$ cat config.mk
export PLATFORM = sky130hd
export DESIGN_NAME = lcd_nibble_init
export DESIGN_NICKNAME = d
export VERILOG_FILES = /design/src/rtl/lcd_init_pkg.sv /design/src/rtl/lcd_init_timer.sv /design/src/rtl/lcd_init_seq.sv /design/src/rtl/lcd_init_drive.sv /design/src/rtl/lcd_nibble_init.sv
export SDC_FILE = /design/constraint.sdc
export NUM_CORES = 1
export LEC_CHECK = 0
export ABC_AREA = 1
export BUFFER_PORTS_ARGS = -buffer_cell sky130_fd_sc_hd__buf_2
export CAP_MARGIN = 5
export CORE_MARGIN = 2
export CORE_UTILIZATION = 44
export DETAILED_ROUTE_END_ITERATION = 10
export SYNTH_ARGS = -nofsm -noshare
export SYNTH_HDL_FRONTEND = slang
export SYNTH_SLANG_ARGS = --single-unit
$ cat constraint.sdc
create_clock -name clk -period 2 [get_ports clk]
set_input_delay 0.3 -clock clk [delete_from_list [all_inputs] [get_ports clk]]
set_output_delay 0.3 -clock clk [all_outputs]
set_load 0.005 [all_outputs]
$ cat src/rtl/lcd_init_pkg.sv
`timescale 1ns/1ps
package lcd_init_pkg;
  typedef enum logic [2:0] {
    ST_POWER = 3'd0,
    ST_SETUP = 3'd1,
    ST_PULSE = 3'd2,
    ST_GAP   = 3'd3,
    ST_DONE  = 3'd4
  } init_state_t;

  localparam int unsigned NUM_WRITES = 4;
  localparam logic [3:0]  NIB_WIDE   = 4'h3;
  localparam logic [3:0]  NIB_NARROW = 4'h2;
endpackage

$ cat src/rtl/lcd_init_timer.sv
`timescale 1ns/1ps
module lcd_init_timer #(
  parameter int unsigned CW      = 20,
  parameter int unsigned RST_VAL = 0
) (
  input  logic          clk,
  input  logic          rst_n,
  input  logic          load,
  input  logic [CW-1:0] load_val,
  output logic          zero
);
  logic [CW-1:0] cnt_q;
  logic [CW-1:0] cnt_d;
  logic          cnt_en;

  assign zero   = (cnt_q == '0);
  assign cnt_en = load | ~zero;

  always_comb begin
    if (load) cnt_d = load_val;
    else      cnt_d = cnt_q - 1'b1;
  end

  always_ff @(posedge clk or negedge rst_n) begin
    if (!rst_n)      cnt_q <= CW'(RST_VAL);
    else if (cnt_en) cnt_q <= cnt_d;
  end


  cnt_step_chk: assert property (@(posedge clk) disable iff (!rst_n)
    (!load && cnt_q != '0) |=> (cnt_q == $past(cnt_q) - 1'b1));


  cnt_rest_chk: assert property (@(posedge clk) disable iff (!rst_n)
    (!load && zero) |=> zero);
endmodule

$ cat src/rtl/lcd_init_seq.sv
`timescale 1ns/1ps
module lcd_init_seq
  import lcd_init_pkg::*;
#(
  parameter int unsigned CW         = 20,
  parameter int unsigned PWRUP_CYC  = 750000,
  parameter int unsigned GAP1_CYC   = 205000,
  parameter int unsigned GAP2_CYC   = 5000,
  parameter int unsigned GAP3_CYC   = 2000,
  parameter int unsigned GAP4_CYC   = 2000,
  parameter int unsigned STROBE_CYC = 12,
  parameter int unsigned SETUP_CYC  = 1
) (
  input  logic          clk,
  input  logic          rst_n,
  input  logic          restart,
  input  logic          zero,
  output logic          load,
  output logic [CW-1:0] load_val,
  output logic          en_nx,
  output logic          ready_nx,
  output logic          data_ld,
  output logic [3:0]    data_nx
);
  localparam int unsigned SW = $clog2(NUM_WRITES);
  localparam logic [SW-1:0] LAST = SW'(NUM_WRITES - 1);

  init_state_t   state_q, state_d;
  logic [SW-1:0] step_q, step_d;

  function automatic logic [CW-1:0] gap_len(input logic [SW-1:0] s);
    unique case (s)
      SW'(0):  gap_len = CW'(GAP1_CYC - 1);
      SW'(1):  gap_len = CW'(GAP2_CYC - 1);
      SW'(2):  gap_len = CW'(GAP3_CYC - 1);
      default: gap_len = CW'(GAP4_CYC - 1);
    endcase
  endfunction

  always_comb begin
    state_d  = state_q;
    step_d   = step_q;
    load     = 1'b0;
    load_val = '0;
    if (restart) begin
      state_d  = ST_POWER;
      step_d   = '0;
      load     = 1'b1;
      load_val = CW'(PWRUP_CYC - 1);
    end else if (zero) begin
      case (state_q)
        ST_POWER: begin
          state_d  = ST_SETUP;
          load     = 1'b1;
          load_val = CW'(SETUP_CYC - 1);
        end
        ST_SETUP: begin
          state_d  = ST_PULSE;
          load     = 1'b1;
          load_val = CW'(STROBE_CYC - 1);
        end
        ST_PULSE: begin
          state_d  = ST_GAP;
          load     = 1'b1;
          load_val = gap_len(step_q);
        end
        ST_GAP: begin
          if (step_q == LAST) begin
            state_d = ST_DONE;
          end else begin
            state_d  = ST_SETUP;
            step_d   = step_q + 1'b1;
            load     = 1'b1;
            load_val = CW'(SETUP_CYC - 1);
          end
        end
        ST_DONE: state_d = ST_DONE;
        default: begin
          state_d  = ST_POWER;
          step_d   = '0;
          load     = 1'b1;
          load_val = CW'(PWRUP_CYC - 1);
        end
      endcase
    end
  end

  always_ff @(posedge clk or negedge rst_n) begin
    if (!rst_n) begin
      state_q <= ST_POWER;
      step_q  <= '0;
    end else begin
      state_q <= state_d;
      step_q  <= step_d;
    end
  end

  assign en_nx    = (state_d == ST_PULSE);
  assign ready_nx = (state_d == ST_DONE);
  assign data_ld  = (state_d == ST_SETUP) && (state_q != ST_SETUP);
  assign data_nx  = (step_d == LAST) ? NIB_NARROW : NIB_WIDE;


  last_gap_done_chk: assert property (@(posedge clk) disable iff (!rst_n)
    (state_q == ST_GAP && zero && step_q == LAST && !restart) |=> state_q == ST_DONE);


  restart_power_chk: assert property (@(posedge clk) disable iff (!rst_n)
    restart |=> (state_q == ST_POWER && step_q == '0));


  step_advance_chk: assert property (@(posedge clk) disable iff (!rst_n)
    (state_q == ST_GAP && state_d == ST_SETUP) |=> step_q == $past(step_q) + 1'b1);
endmodule

$ cat src/rtl/lcd_init_drive.sv
`timescale 1ns/1ps
module lcd_init_drive #(
  parameter int unsigned STROBE_CYC = 12
) (
  input  logic       clk,
  input  logic       rst_n,
  input  logic       en_nx,
  input  logic       ready_nx,
  input  logic       data_ld,
  input  logic [3:0] data_nx,
  output logic       en_q,
  output logic       ready_q,
  output logic [3:0] data_q
);
  localparam int unsigned HW = $clog2(STROBE_CYC + 2);

  always_ff @(posedge clk or negedge rst_n) begin
    if (!rst_n) begin
      en_q    <= 1'b0;
      ready_q <= 1'b0;
    end else begin
      en_q    <= en_nx;
      ready_q <= ready_nx;
    end
  end

  always_ff @(posedge clk or negedge rst_n) begin
    if (!rst_n)       data_q <= '0;
    else if (data_ld) data_q <= data_nx;
  end

  // strobe length tracker for the width check below
  logic [HW-1:0] hi_run;
  always_ff @(posedge clk or negedge rst_n) begin
    if (!rst_n)    hi_run <= '0;
    else if (en_q) hi_run <= hi_run + 1'b1;
    else           hi_run <= '0;
  end


  strobe_width_chk: assert property (@(posedge clk) disable iff (!rst_n)
    en_q |-> (hi_run < HW'(STROBE_CYC)));


  data_setup_chk: assert property (@(posedge clk) disable iff (!rst_n)
    $rose(en_q) |-> $stable(data_q));


  data_hold_chk: assert property (@(posedge clk) disable iff (!rst_n)
    (en_q || $fell(en_q)) |-> $stable(data_q));


  en_ready_excl_chk: assert property (@(posedge clk) disable iff (!rst_n)
    !(en_q && ready_q));
endmodule

$ cat src/rtl/lcd_nibble_init.sv
`timescale 1ns/1ps
module lcd_nibble_init #(
  parameter int unsigned PWRUP_CYC  = 750000,
  parameter int unsigned GAP1_CYC   = 205000,
  parameter int unsigned GAP2_CYC   = 5000,
  parameter int unsigned GAP3_CYC   = 2000,
  parameter int unsigned GAP4_CYC   = 2000,
  parameter int unsigned STROBE_CYC = 12,
  parameter int unsigned SETUP_CYC  = 1
) (
  input  logic       clk,
  input  logic       rst_n,
  input  logic       restart,
  output logic [3:0] lcd_data,
  output logic       lcd_en,
  output logic       lcd_rs,
  output logic       lcd_rw,
  output logic       lcd_ready
);
  function automatic int unsigned max2(input int unsigned a, input int unsigned b);
    max2 = (a > b) ? a : b;
  endfunction

  localparam int unsigned MAXLEN = max2(max2(max2(PWRUP_CYC, GAP1_CYC), max2(GAP2_CYC, GAP3_CYC)),
                                        max2(max2(GAP4_CYC, STROBE_CYC), SETUP_CYC));
  localparam int unsigned CW = $clog2(MAXLEN + 1);

  // reset: asserts at once, releases on the second clock edge
  logic rst_meta, rst_sync_n;
  always_ff @(posedge clk or negedge rst_n) begin
    if (!rst_n) begin
      rst_meta   <= 1'b0;
      rst_sync_n <= 1'b0;
    end else begin
      rst_meta   <= 1'b1;
      rst_sync_n <= rst_meta;
    end
  end

  logic          load, zero, en_nx, ready_nx, data_ld;
  logic [CW-1:0] load_val;
  logic [3:0]    data_nx;

  lcd_init_timer #(
    .CW      (CW),
    .RST_VAL (PWRUP_CYC - 1)
  ) u_timer (
    .clk      (clk),
    .rst_n    (rst_sync_n),
    .load     (load),
    .load_val (load_val),
    .zero     (zero)
  );

  lcd_init_seq #(
    .CW         (CW),
    .PWRUP_CYC  (PWRUP_CYC),
    .GAP1_CYC   (GAP1_CYC),
    .GAP2_CYC   (GAP2_CYC),
    .GAP3_CYC   (GAP3_CYC),
    .GAP4_CYC   (GAP4_CYC),
    .STROBE_CYC (STROBE_CYC),
    .SETUP_CYC  (SETUP_CYC)
  ) u_seq (
    .clk      (clk),
    .rst_n    (rst_sync_n),
    .restart  (restart),
    .zero     (zero),
    .load     (load),
    .load_val (load_val),
    .en_nx    (en_nx),
    .ready_nx (ready_nx),
    .data_ld  (data_ld),
    .data_nx  (data_nx)
  );

  lcd_init_drive #(
    .STROBE_CYC (STROBE_CYC)
  ) u_drive (
    .clk      (clk),
    .rst_n    (rst_sync_n),
    .en_nx    (en_nx),
    .ready_nx (ready_nx),
    .data_ld  (data_ld),
    .data_nx  (data_nx),
    .en_q     (lcd_en),
    .ready_q  (lcd_ready),
    .data_q   (lcd_data)
  );

  assign lcd_rs = 1'b0;
  assign lcd_rw = 1'b0;


  ready_level_chk: assert property (@(posedge clk) disable iff (!rst_sync_n)
    (lcd_ready && !restart) |=> lcd_ready);


  restart_quiet_chk: assert property (@(posedge clk) disable iff (!rst_sync_n)
    restart |=> (!lcd_en && !lcd_ready));
endmodule

# Word level (Yosys, flattened, before mapping)
# Index checks and enable logic that the tools add are counted.
dict set report word_totals {
  register_bits 33
  in_bits 3
  out_inout_bits 8
  elab_cells 47
}
dict set report classes {
  n_addsub 2
  n_eq_ne 11
  muxes 18
  n_bitwise 2
  n_reduce_logical 6
}
# op count
set ops {}
lappend ops {{$mux 20} 3}
lappend ops {{$pmux 20 s3} 1}
lappend ops {{$pmux 18 s2} 1}
lappend ops {{$logic_not 20->1} 1}
lappend ops {{$sub 20x1->20 const B} 1}
lappend ops {{$pmux 3 s5} 1}
lappend ops {{$eq 3x2->1 const B} 3}
lappend ops {{$mux 3} 3}
lappend ops {{$eq 3x1->1 const B} 2}
lappend ops {{$eq 3x3->1 const B} 2}
lappend ops {{$mux 2} 3}
lappend ops {{$eq 2x2->1 const B} 2}
lappend ops {{$mux 1} 4}
lappend ops {{$pmux 2 s2} 1}
lappend ops {{$reduce_or 4->1} 1}
lappend ops {{$logic_not 3->1} 1}
lappend ops {{$ne 3x1->1 const B} 1}
lappend ops {{$reduce_or 3->1} 1}
lappend ops {{$add 2x1->2 const B} 1}
lappend ops {{$eq 2x1->1 const B} 1}
lappend ops {{$logic_not 2->1} 1}
lappend ops {{$pmux 1 s2} 1}
lappend ops {{$logic_and 1x1->1} 1}
lappend ops {{$not 1->1} 1}
lappend ops {{$or 1x1->1} 1}

# Depth between registers and ports, before layout
# Gate-level depths: netlist of the first run.
dict set report logic_depth {
  word_depth 7
  mapped_depth 11
  depth_no_buf 11
}

# By module
# A second synthesis of the first run with hierarchy kept.
dict set report hier_totals {
  cells_unflattened 331
  area_unflattened_um2 2338.5
}
# mod n_inst cells_each area_per_inst_um2
set by_module_without_submodules {}
lappend by_module_without_submodules {lcd_init_timer 1 204 1441.4}
lappend by_module_without_submodules {lcd_init_seq 1 102 625.6}
lappend by_module_without_submodules {lcd_init_drive 1 19 198.9}
lappend by_module_without_submodules {lcd_nibble_init 1 6 72.6}

# Worst setup path before layout of the first run
# OpenSTA, ideal clock, no wires.
dict set report synth_timing {
  path_type {register -> register}
  start {register u_timer.cnt_q[0]}
  end {register u_timer.cnt_q[9]}
  setup_time_ns 0.123
  arrival_ns 1.506
  t_required_ns 1.877
  path_slack_ns 0.370
  path_stages_with_launch 9
  path_buffers 1
  synth_period_minus_slack_ns 1.630
  cell_sequence {dfstp_2 inv_1 ha_1 nand2_1 nor2_2 nand3_4 nor3_4 buf_6 a21oi_1}
}
dict set report synth_via {
  elab_chain_cells 4
  elab_cells_between_ends 9
}
# element line_no
set synth_rtl {}
lappend synth_rtl {{start: declaration} lcd_init_timer.sv:12} ;# logic [CW-1:0] cnt_q;
lappend synth_rtl {{start signal: assignment} lcd_init_timer.sv:25} ;# if (!rst_n) cnt_q <= CW'(RST_VAL);
lappend synth_rtl {{start signal: assignment} lcd_init_timer.sv:26} ;# else if (cnt_en) cnt_q <= cnt_d;
lappend synth_rtl {{branches (longest 4 deep; another with $sub 20x1->20)} n/a}
# Parallel ways; which one is timed is not known.
# A chain may end at the register's enable or synchronous reset.

# Worst setup path after layout of the first run
dict set report layout_timing {
  start {register u_timer.cnt_q[0]}
  end {register u_timer.cnt_q[18]}
}
# Same word-level chain as after synthesis.

==> results of run 1 <==
[repair_timing]
item	CTS	global route
hold buffers	1	0
endpoints found under the setup margin	0	1
hold endpoints to repair	2	0
[cell families (layout without fill, tap and decap cells)]
group	Yosys count	after routing	synth area share, %
other	2	5	0.369
AOI/OAI and AO/OA	41	41	10.9
and+or+nand+nor	136	136	34.0
DFF	31	31	38.9
xor gates and xnor gates	10	10	4.30
adders and majority gates	2	2	1.23
buffers and inverters	47	59	10.2
[registers in the layout, indices dropped and copies added (netlist names)]
register,flops
u_seq.step_q,2
u_timer.cnt_q,20
u_seq.state_q,3
rst_sync_n,1
u_drive.data_q,2
rst_meta,1
u_drive.ready_q,1
u_drive.en_q,1
[power groups by stage]
stage | Clock (mW) | Combinational, mW | Sequential [mW]
after floorplan | 0 | 0.0810 | 0.683
after global placement | 0 | 0.103 | 0.682
after detailed placement | 0 | 0.102 | 0.683
after CTS | 0.656 | 0.104 | 0.672
after global routing | 0.678 | 0.119 | 0.675
final | 0.643 | 0.103 | 0.672
[metal layers]
layer / wire, um / global-route usage (%) / part of all wire (%)
met5: 0 / 0 / 0
met4: 84 / 9.22 / 1.8
met3: 221 / 4.17 / 4.8
met2: 2010 / 30.7 / 44
met1: 2300 / 27.2 / 50
[placed cells by master, fill, tap and decap left out, drive strengths merged]
cell         synthesis  final
ha                   2      2
o21a                 1      1
nor3b                2      2
o21bai               1      1
xor2                10     10
a21oi               22     22
conb                 2      5
nand3               20     20
nor2                38     38
a31oi                2      2
or2                  1      1
nor3                 9      9
dlygate4sd3          0      1
inv                 39     39
dfrtp               18     18
a21boi               1      1
nand3b               1      1
clkinv               1      2
dfstp               13     13
o21ai               14     14
nand4                6      6
nor4                 4      4
nand2               55     55
clkbuf               0      6
buf                  7     10
bufinv               0      1
[how the worst min path moves through the flow]
stage | end | slack [ns] | cells past startpoint
global route | u_seq.step_q[0] | 0.26 | 0
floorplan | rst_meta | 0.004 | 0
finish | u_seq.step_q[1] | 0.19 | 0
CTS | u_seq.step_q[0] | 0.21 | 0
detailed placement | rst_sync_n | 0.09 | 1
global placement | rst_sync_n | 0.09 | 1
[critical path, cell delays in order, from the launching register on]
cell                      delay, ns
sky130_fd_sc_hd__dfstp_2       0.52
sky130_fd_sc_hd__inv_1         0.08
sky130_fd_sc_hd__ha_1          0.23
sky130_fd_sc_hd__nand2_1       0.08
sky130_fd_sc_hd__nor2_2        0.07
sky130_fd_sc_hd__nand3_4       0.13
sky130_fd_sc_hd__nor2_4        0.07
sky130_fd_sc_hd__nor2_4        0.24
sky130_fd_sc_hd__inv_2         0.11
sky130_fd_sc_hd__a21oi_1       0.13
sky130_fd_sc_hd__o21a_1        0.12
[per-stage QoR]
| step | setup WS, ns | total power [mW] | instance area [um^2] | utilization, % | std cells |
|---|---|---|---|---|---|
| 3_3_place_gp | 0.182 | 0.785 | 2110 | 47.9 | 327 |
| 4_1_cts | 0.138 | 1.43 | 2240 | 50.8 | 336 |
| 3_5_place_dp | 0.149 | 0.786 | 2110 | 47.9 | 327 |
| 6_report | 0.161 | 1.42 | 2240 | 50.8 | 336 |
| 2_1_floorplan | 0.370 | 0.764 | 2050 | - | 272 |
| 5_1_grt | 0.00228 | 1.47 | 2240 | 50.8 | 336 |
[area by class of cell]
| type | instances | area (um^2) |
|---|---|---|
| fill | 438 | 2170 |
| sequential | 31 | 792 |
| multi-input combinational | 194 | 1050 |
| clock buffer | 6 | 82.6 |
| tap | 52 | 65.1 |
| inverter | 40 | 150 |
| clock inverter | 2 | 35.0 |
| timing repair buffer | 11 | 70.1 |
==> results.ini, run 1 <==
[outcome]
status=finished, final reports clean

[final_layout]
antenna_cells=0
areaGrowthSynthToFinish_pct=10.1
drive_gt1_share_pct=19.4
layout.nets=288

[setup_path]
worstPathRequired_ns=2.23
critPathArrivalTime_ns=2.07
rr_worst_depth=10
crit_path_max_fanout=11
timing.critical_path.to=u_timer.cnt_q[18]
timing.critical_path.from=u_timer.cnt_q[0]
worstSetupPathType=flip-flop to flip-flop
timing.rr.end=u_timer.cnt_q[18]
reg2reg_from=u_timer.cnt_q[0]
setup_slack_of_the_worst_register_to_register_path_ns=0.16
critPathLaunchType=flip-flop
end_kind=flip-flop

[grt]
grt_usage_pct=20.0
wire_length_of_the_first_global_routing_pass_um=7910
antenna_found_initial=0
grt_pass1_vias=1728
grt_start_max_net_pins=19
grt.overflow.total=0

[route]
routed_wirelength_um=4620
post_drt_wl_per_cell_um=13.7
drtPass1Iterations=4
route.vias.total=1743
first_iter_violations=72
post_drt_via_cell_ratio=5.19
ant_nets=0
drc=0

[pwr]
power.net_switching_mw=0.327
cellInternalPower_mw=1.09
p_leak_nw=1.13
power_density_nw_per_um2=633
worst_ir_drop_vdd_mv=0.452
seqPwrFrac_pct=47.4
p_sw_share_pct=23.1
power.share.clock_pct=45.3
power.combinational.fraction_pct=7.3

[run]
max-cap-violations=0

[sta]
final_hold_viol_count=0
clock_skew_ns=0.00231
post-route-min-period_ns=1.84
finalMaxSlewViolations=0
timing.fmax_mhz=544
setup-tns-final_ns=0
timing.final.crit_share_pct=92.0
rsz0062_at_grt=false
hold-worst-slack_ns=0.192
count_of_final_setup_violators=0

[synthesis]
synth-seq-cells=31
synthArstFlopShare_pct=100
synth_top_area_share_pct=22.1
area_leader_netlist=sky130_fd_sc_hd__dfrtp_1
synth.most_common_cell=sky130_fd_sc_hd__nand2_1
synth.yosys.seq_area_share_pct=38.9
synth_top_flop_cell=sky130_fd_sc_hd__dfrtp_1
ys_warn_count=0
synthesis.area_um2=2030
synth_top_cells_by_area=sky130_fd_sc_hd__dfrtp_1 (22%), sky130_fd_sc_hd__dfstp_2 (17%), sky130_fd_sc_hd__nand2_1 (9.4%), sky130_fd_sc_hd__inv_1 (6.6%), sky130_fd_sc_hd__a21oi_1 (5.4%)
synth_commonest_cells=sky130_fd_sc_hd__nand2_1 (51), sky130_fd_sc_hd__inv_1 (36), sky130_fd_sc_hd__nor2_1 (27)
synth_cell_types=36
syn_area_per_cell_um2=7.56
synth_edf_count=0
postSynthCellCount=269

[clock_network]
clock_tree.root_cell=sky130_fd_sc_hd__clkbuf_8
cts_setup_buffers=0
path_clk_slew_ns=0.07
cts-resized-gates=0
clock_insertion_delay_worst_skew_ns=0.29
cts_buffer_depth=2
cts_inserted_buffers=5
tritoncts=done
htree_num_levels=2
tritoncts_num_sinks=31

[die]
floorplan.die_area_um2=5180
io_pins=11
rows=24
core_area_um2=4410
start_util_pct=46.1
die_boundary_width_um=72
die_height_um=72

[worst_hold_path]
tightest_hold_check_type=flip-flop to asynchronous set/reset pin

[place]
dpl.hpwl_um=3640
globalplace.congestion=0.970
io_buffer_count=6

No activity file was read; power rests on OpenSTA's default activity.
==> inputs of run 2 (changes only) <==
- CORE_UTILIZATION: 44 -> 30
- SLEW_MARGIN: default -> 20
==> run 2 against run 1 <==
Compared with the run above: maximum frequency barely moved; register-to-register slack barely moved; sequential cell count did not move; worst setup slack improved by 0.0017 ns; cell count rose by 8.9%; combinational power rose by 7%; die area rose by 44%; critical path type unchanged.
==> results.ini, run 2 (synthesis results as in run 1) <==
[route]
drc=0  ; unchanged
post_drt_via_cell_ratio=4.63  ; was 5.19
first_iter_violations=110  ; was 72
ant_nets=0  ; unchanged
routed_wirelength_um=4600  ; was 4620 um
post_drt_wl_per_cell_um=12.6  ; was 13.7 um
drtPass1Iterations=4  ; unchanged
route.vias.total=1695  ; was 1743

[die]
rows=30  ; was 24
io_pins=11  ; unchanged
floorplan.die_area_um2=7460  ; was 5180 um^2
die_boundary_width_um=86.4  ; was 72 um
start_util_pct=30.4  ; was 46.1%
die_height_um=86.4  ; was 72 um
core_area_um2=6680  ; was 4410 um^2

[pwr]
power_density_nw_per_um2=559  ; was 633 nW/um^2
p_leak_nw=1.12  ; was 1.13 nW
p_sw_share_pct=26.2  ; was 23.1%
power.share.clock_pct=38.4  ; was 45.3%
power.net_switching_mw=0.332  ; was 0.327 mW
power.combinational.fraction_pct=8.7  ; was 7.3%
worst_ir_drop_vdd_mv=0.365  ; was 0.452 mV
cellInternalPower_mw=0.932  ; was 1.09 mW
seqPwrFrac_pct=52.8  ; was 47.4%

[sta]
rsz0062_at_grt=true  ; was false
timing.final.crit_share_pct=91.9  ; was 92.0%
finalMaxSlewViolations=0  ; unchanged
final_hold_viol_count=0  ; unchanged
hold-worst-slack_ns=0.248  ; was 0.192 ns
setup-tns-final_ns=0  ; unchanged
timing.fmax_mhz=544  ; about the same
post-route-min-period_ns=1.84  ; about the same
clock_skew_ns=0.00180  ; was 0.00231 ns
count_of_final_setup_violators=0  ; unchanged
setup_slack_ns=0.163  ; was 0.161 ns

[setup_path]
worst_path_max_delay_cell=sky130_fd_sc_hd__dfstp_2  ; unchanged
worstPathRequired_ns=2.17  ; was 2.23 ns
critical_path.top_delay_family=simple AND/OR/NAND/NOR gates  ; unchanged
critical_path_s_largest_stage_delay_ns=0.36  ; was 0.52 ns
critPathLaunchType=flip-flop  ; unchanged
crit_path_max_fanout=8  ; was 11
critical_path.most_common_cell=sky130_fd_sc_hd__nand2_1  ; was sky130_fd_sc_hd__nor2_4
end_kind=flip-flop  ; unchanged
crit_chain=inv_1 > ha_1 > nand2_1 > nor2_2 > nand3_4 > nand2_1 > nand3_1 > nand2_1 > nor2_1 > nand2_1 > nand2_1  ; was inv_1 > ha_1 > nand2_1 > nor2_2 > nand3_4 > nor2_4 > nor2_4 > inv_2 > a21oi_1 > o21a_1
worstSetupPathType=flip-flop to flip-flop  ; unchanged
critPathArrivalTime_ns=2.01  ; was 2.07 ns
critPathBufInv=1  ; was 2

[worst_hold_path]
tightest_hold_check_type=flip-flop to asynchronous set/reset pin  ; unchanged

[grt]
use_met3_pct=3.14  ; was 4.17%
grt_usage_pct=13.8  ; was 20.0%
grtUsageMet1_pct=19.2  ; was 27.2%
antenna_found_initial=0  ; unchanged
wire_length_of_the_first_global_routing_pass_um=8050  ; was 7910 um
met2_usage_pct=21.1  ; was 30.7%
grt.overflow.total=0  ; unchanged
grt_pass1_vias=1673  ; was 1728
grt_start_max_net_pins=30  ; was 19
globalRoute.busiestLayer=met2  ; unchanged

[final_layout]
mostFrequentLayoutCell=sky130_fd_sc_hd__nand2_1  ; unchanged
final_cell_count_no_fill=366  ; was 336
postLayoutCoreUtil_pct=33.9  ; was 50.8%
antenna_cells=0  ; unchanged
max_flop_register=u_timer.cnt_q  ; unchanged
drive_gt1_share_pct=19.9  ; was 19.4%
fillers=724  ; was 438
layout.nets=290  ; was 288
areaGrowthSynthToFinish_pct=11.2  ; was 10.1%
biggestRegsByFlops=u_timer.cnt_q x20, u_seq.state_q x3  ; unchanged
mostFrequentLayoutCells=sky130_fd_sc_hd__nand2_1 (51), sky130_fd_sc_hd__inv_1 (36), sky130_fd_sc_hd__nor2_1 (27), sky130_fd_sc_hd__a21oi_1 (22), sky130_fd_sc_hd__nand3_1 (19)  ; unchanged
largest_register_ff_count=20  ; unchanged

[clock_network]
tritoncts_num_sinks=31  ; unchanged
path_clk_slew_ns=0.07  ; about the same
cts_buffer_depth=2  ; unchanged
tritoncts=done  ; unchanged
cts-resized-gates=0  ; unchanged
clock_insertion_delay_worst_skew_ns=0.28  ; was 0.29 ns
htree_num_levels=2  ; unchanged
cts_setup_buffers=0  ; unchanged
cts_inserted_buffers=5  ; unchanged
clock_tree.root_cell=sky130_fd_sc_hd__clkbuf_8  ; unchanged

[place]
dp_worst_setup_slack_ns=0.166  ; was 0.149 ns
placed_cells=357  ; was 327
dpl.hpwl_um=3690  ; was 3640 um
io_buffer_count=6  ; unchanged
globalplace.congestion=0.853  ; was 0.970

[run]
max-cap-violations=0  ; unchanged

[outcome]
status=finished, final reports clean  ; unchanged

-- run 2: changes by cell type in the layout (fill, tap and decap cells not counted), sizes merged --
cell,change
buf,+2
clkinvlp,+2
bufinv,-1
clkbuf,-1
-- run 2: power by group through the flow --
| stage | Combinational (mW) | Clock (mW) | Sequential [mW] |
|---|---|---|---|
| after floorplan | 0.0810 | 0 | 0.683 |
| after global placement | 0.109 | 0 | 0.678 |
| after detailed placement | 0.110 | 0 | 0.679 |
| after CTS | 0.112 | 0.505 | 0.668 |
| after global routing | 0.127 | 0.532 | 0.671 |
| final | 0.110 | 0.485 | 0.668 |
-- run 2: worst paths after layout --
| check | startpoint | end | slack, ns | cells past startpoint |
|---|---|---|---|---|
| setup reg to reg | u_timer.cnt_q[0] | u_drive.data_q[0] | 0.16 | 11 |
| setup / recovery | u_timer.cnt_q[0] | u_drive.data_q[0] | 0.16 | 11 |
| hold / removal | rst_sync_n | u_timer.cnt_q[10] | 0.25 | 1 |
| max in group asynchronous | rst_sync_n | u_timer.cnt_q[0] | 1.44 | 1 |
| hold reg to reg | rst_sync_n | u_timer.cnt_q[10] | 0.25 | 1 |
| min in group clk | rst_meta | rst_sync_n | 0.36 | 0 |
-- run 2: through the flow --
stage | power [mW] | instance area, um^2
floorplan | 0.764 | 2050
global placement | 0.787 | 2160
detailed placement | 0.789 | 2160
CTS | 1.29 | 2260
global route | 1.33 | 2260
finish | 1.26 | 2260
-- run 2: metal layers --
| metal | routed length (um) | share of wire, % |
|---|---|---|
| met1 | 2240 | 49 |
| met2 | 2140 | 47 |
| met3 | 174 | 3.8 |
| met4 | 46 | 1.0 |
| met5 | 0 | 0 |
-- run 2: final cells by class --
type,instances,area (um^2),share of cell area [%]
Inverter,40,150,6.64
Tap cell,80,100,4.42
Sequential cell,31,792,35.0
Timing Repair Buffer,13,85.1,3.76
Multi-Input combinational cell,194,1050,46.2
Clock inverter,3,20.0,0.885
Clock buffer,5,68.8,3.04
-- run 2: repair_timing --
item	CTS	global route
endpoints found under the hold margin	2	0
hold buffers	1	0
setup endpoints to repair	0	1
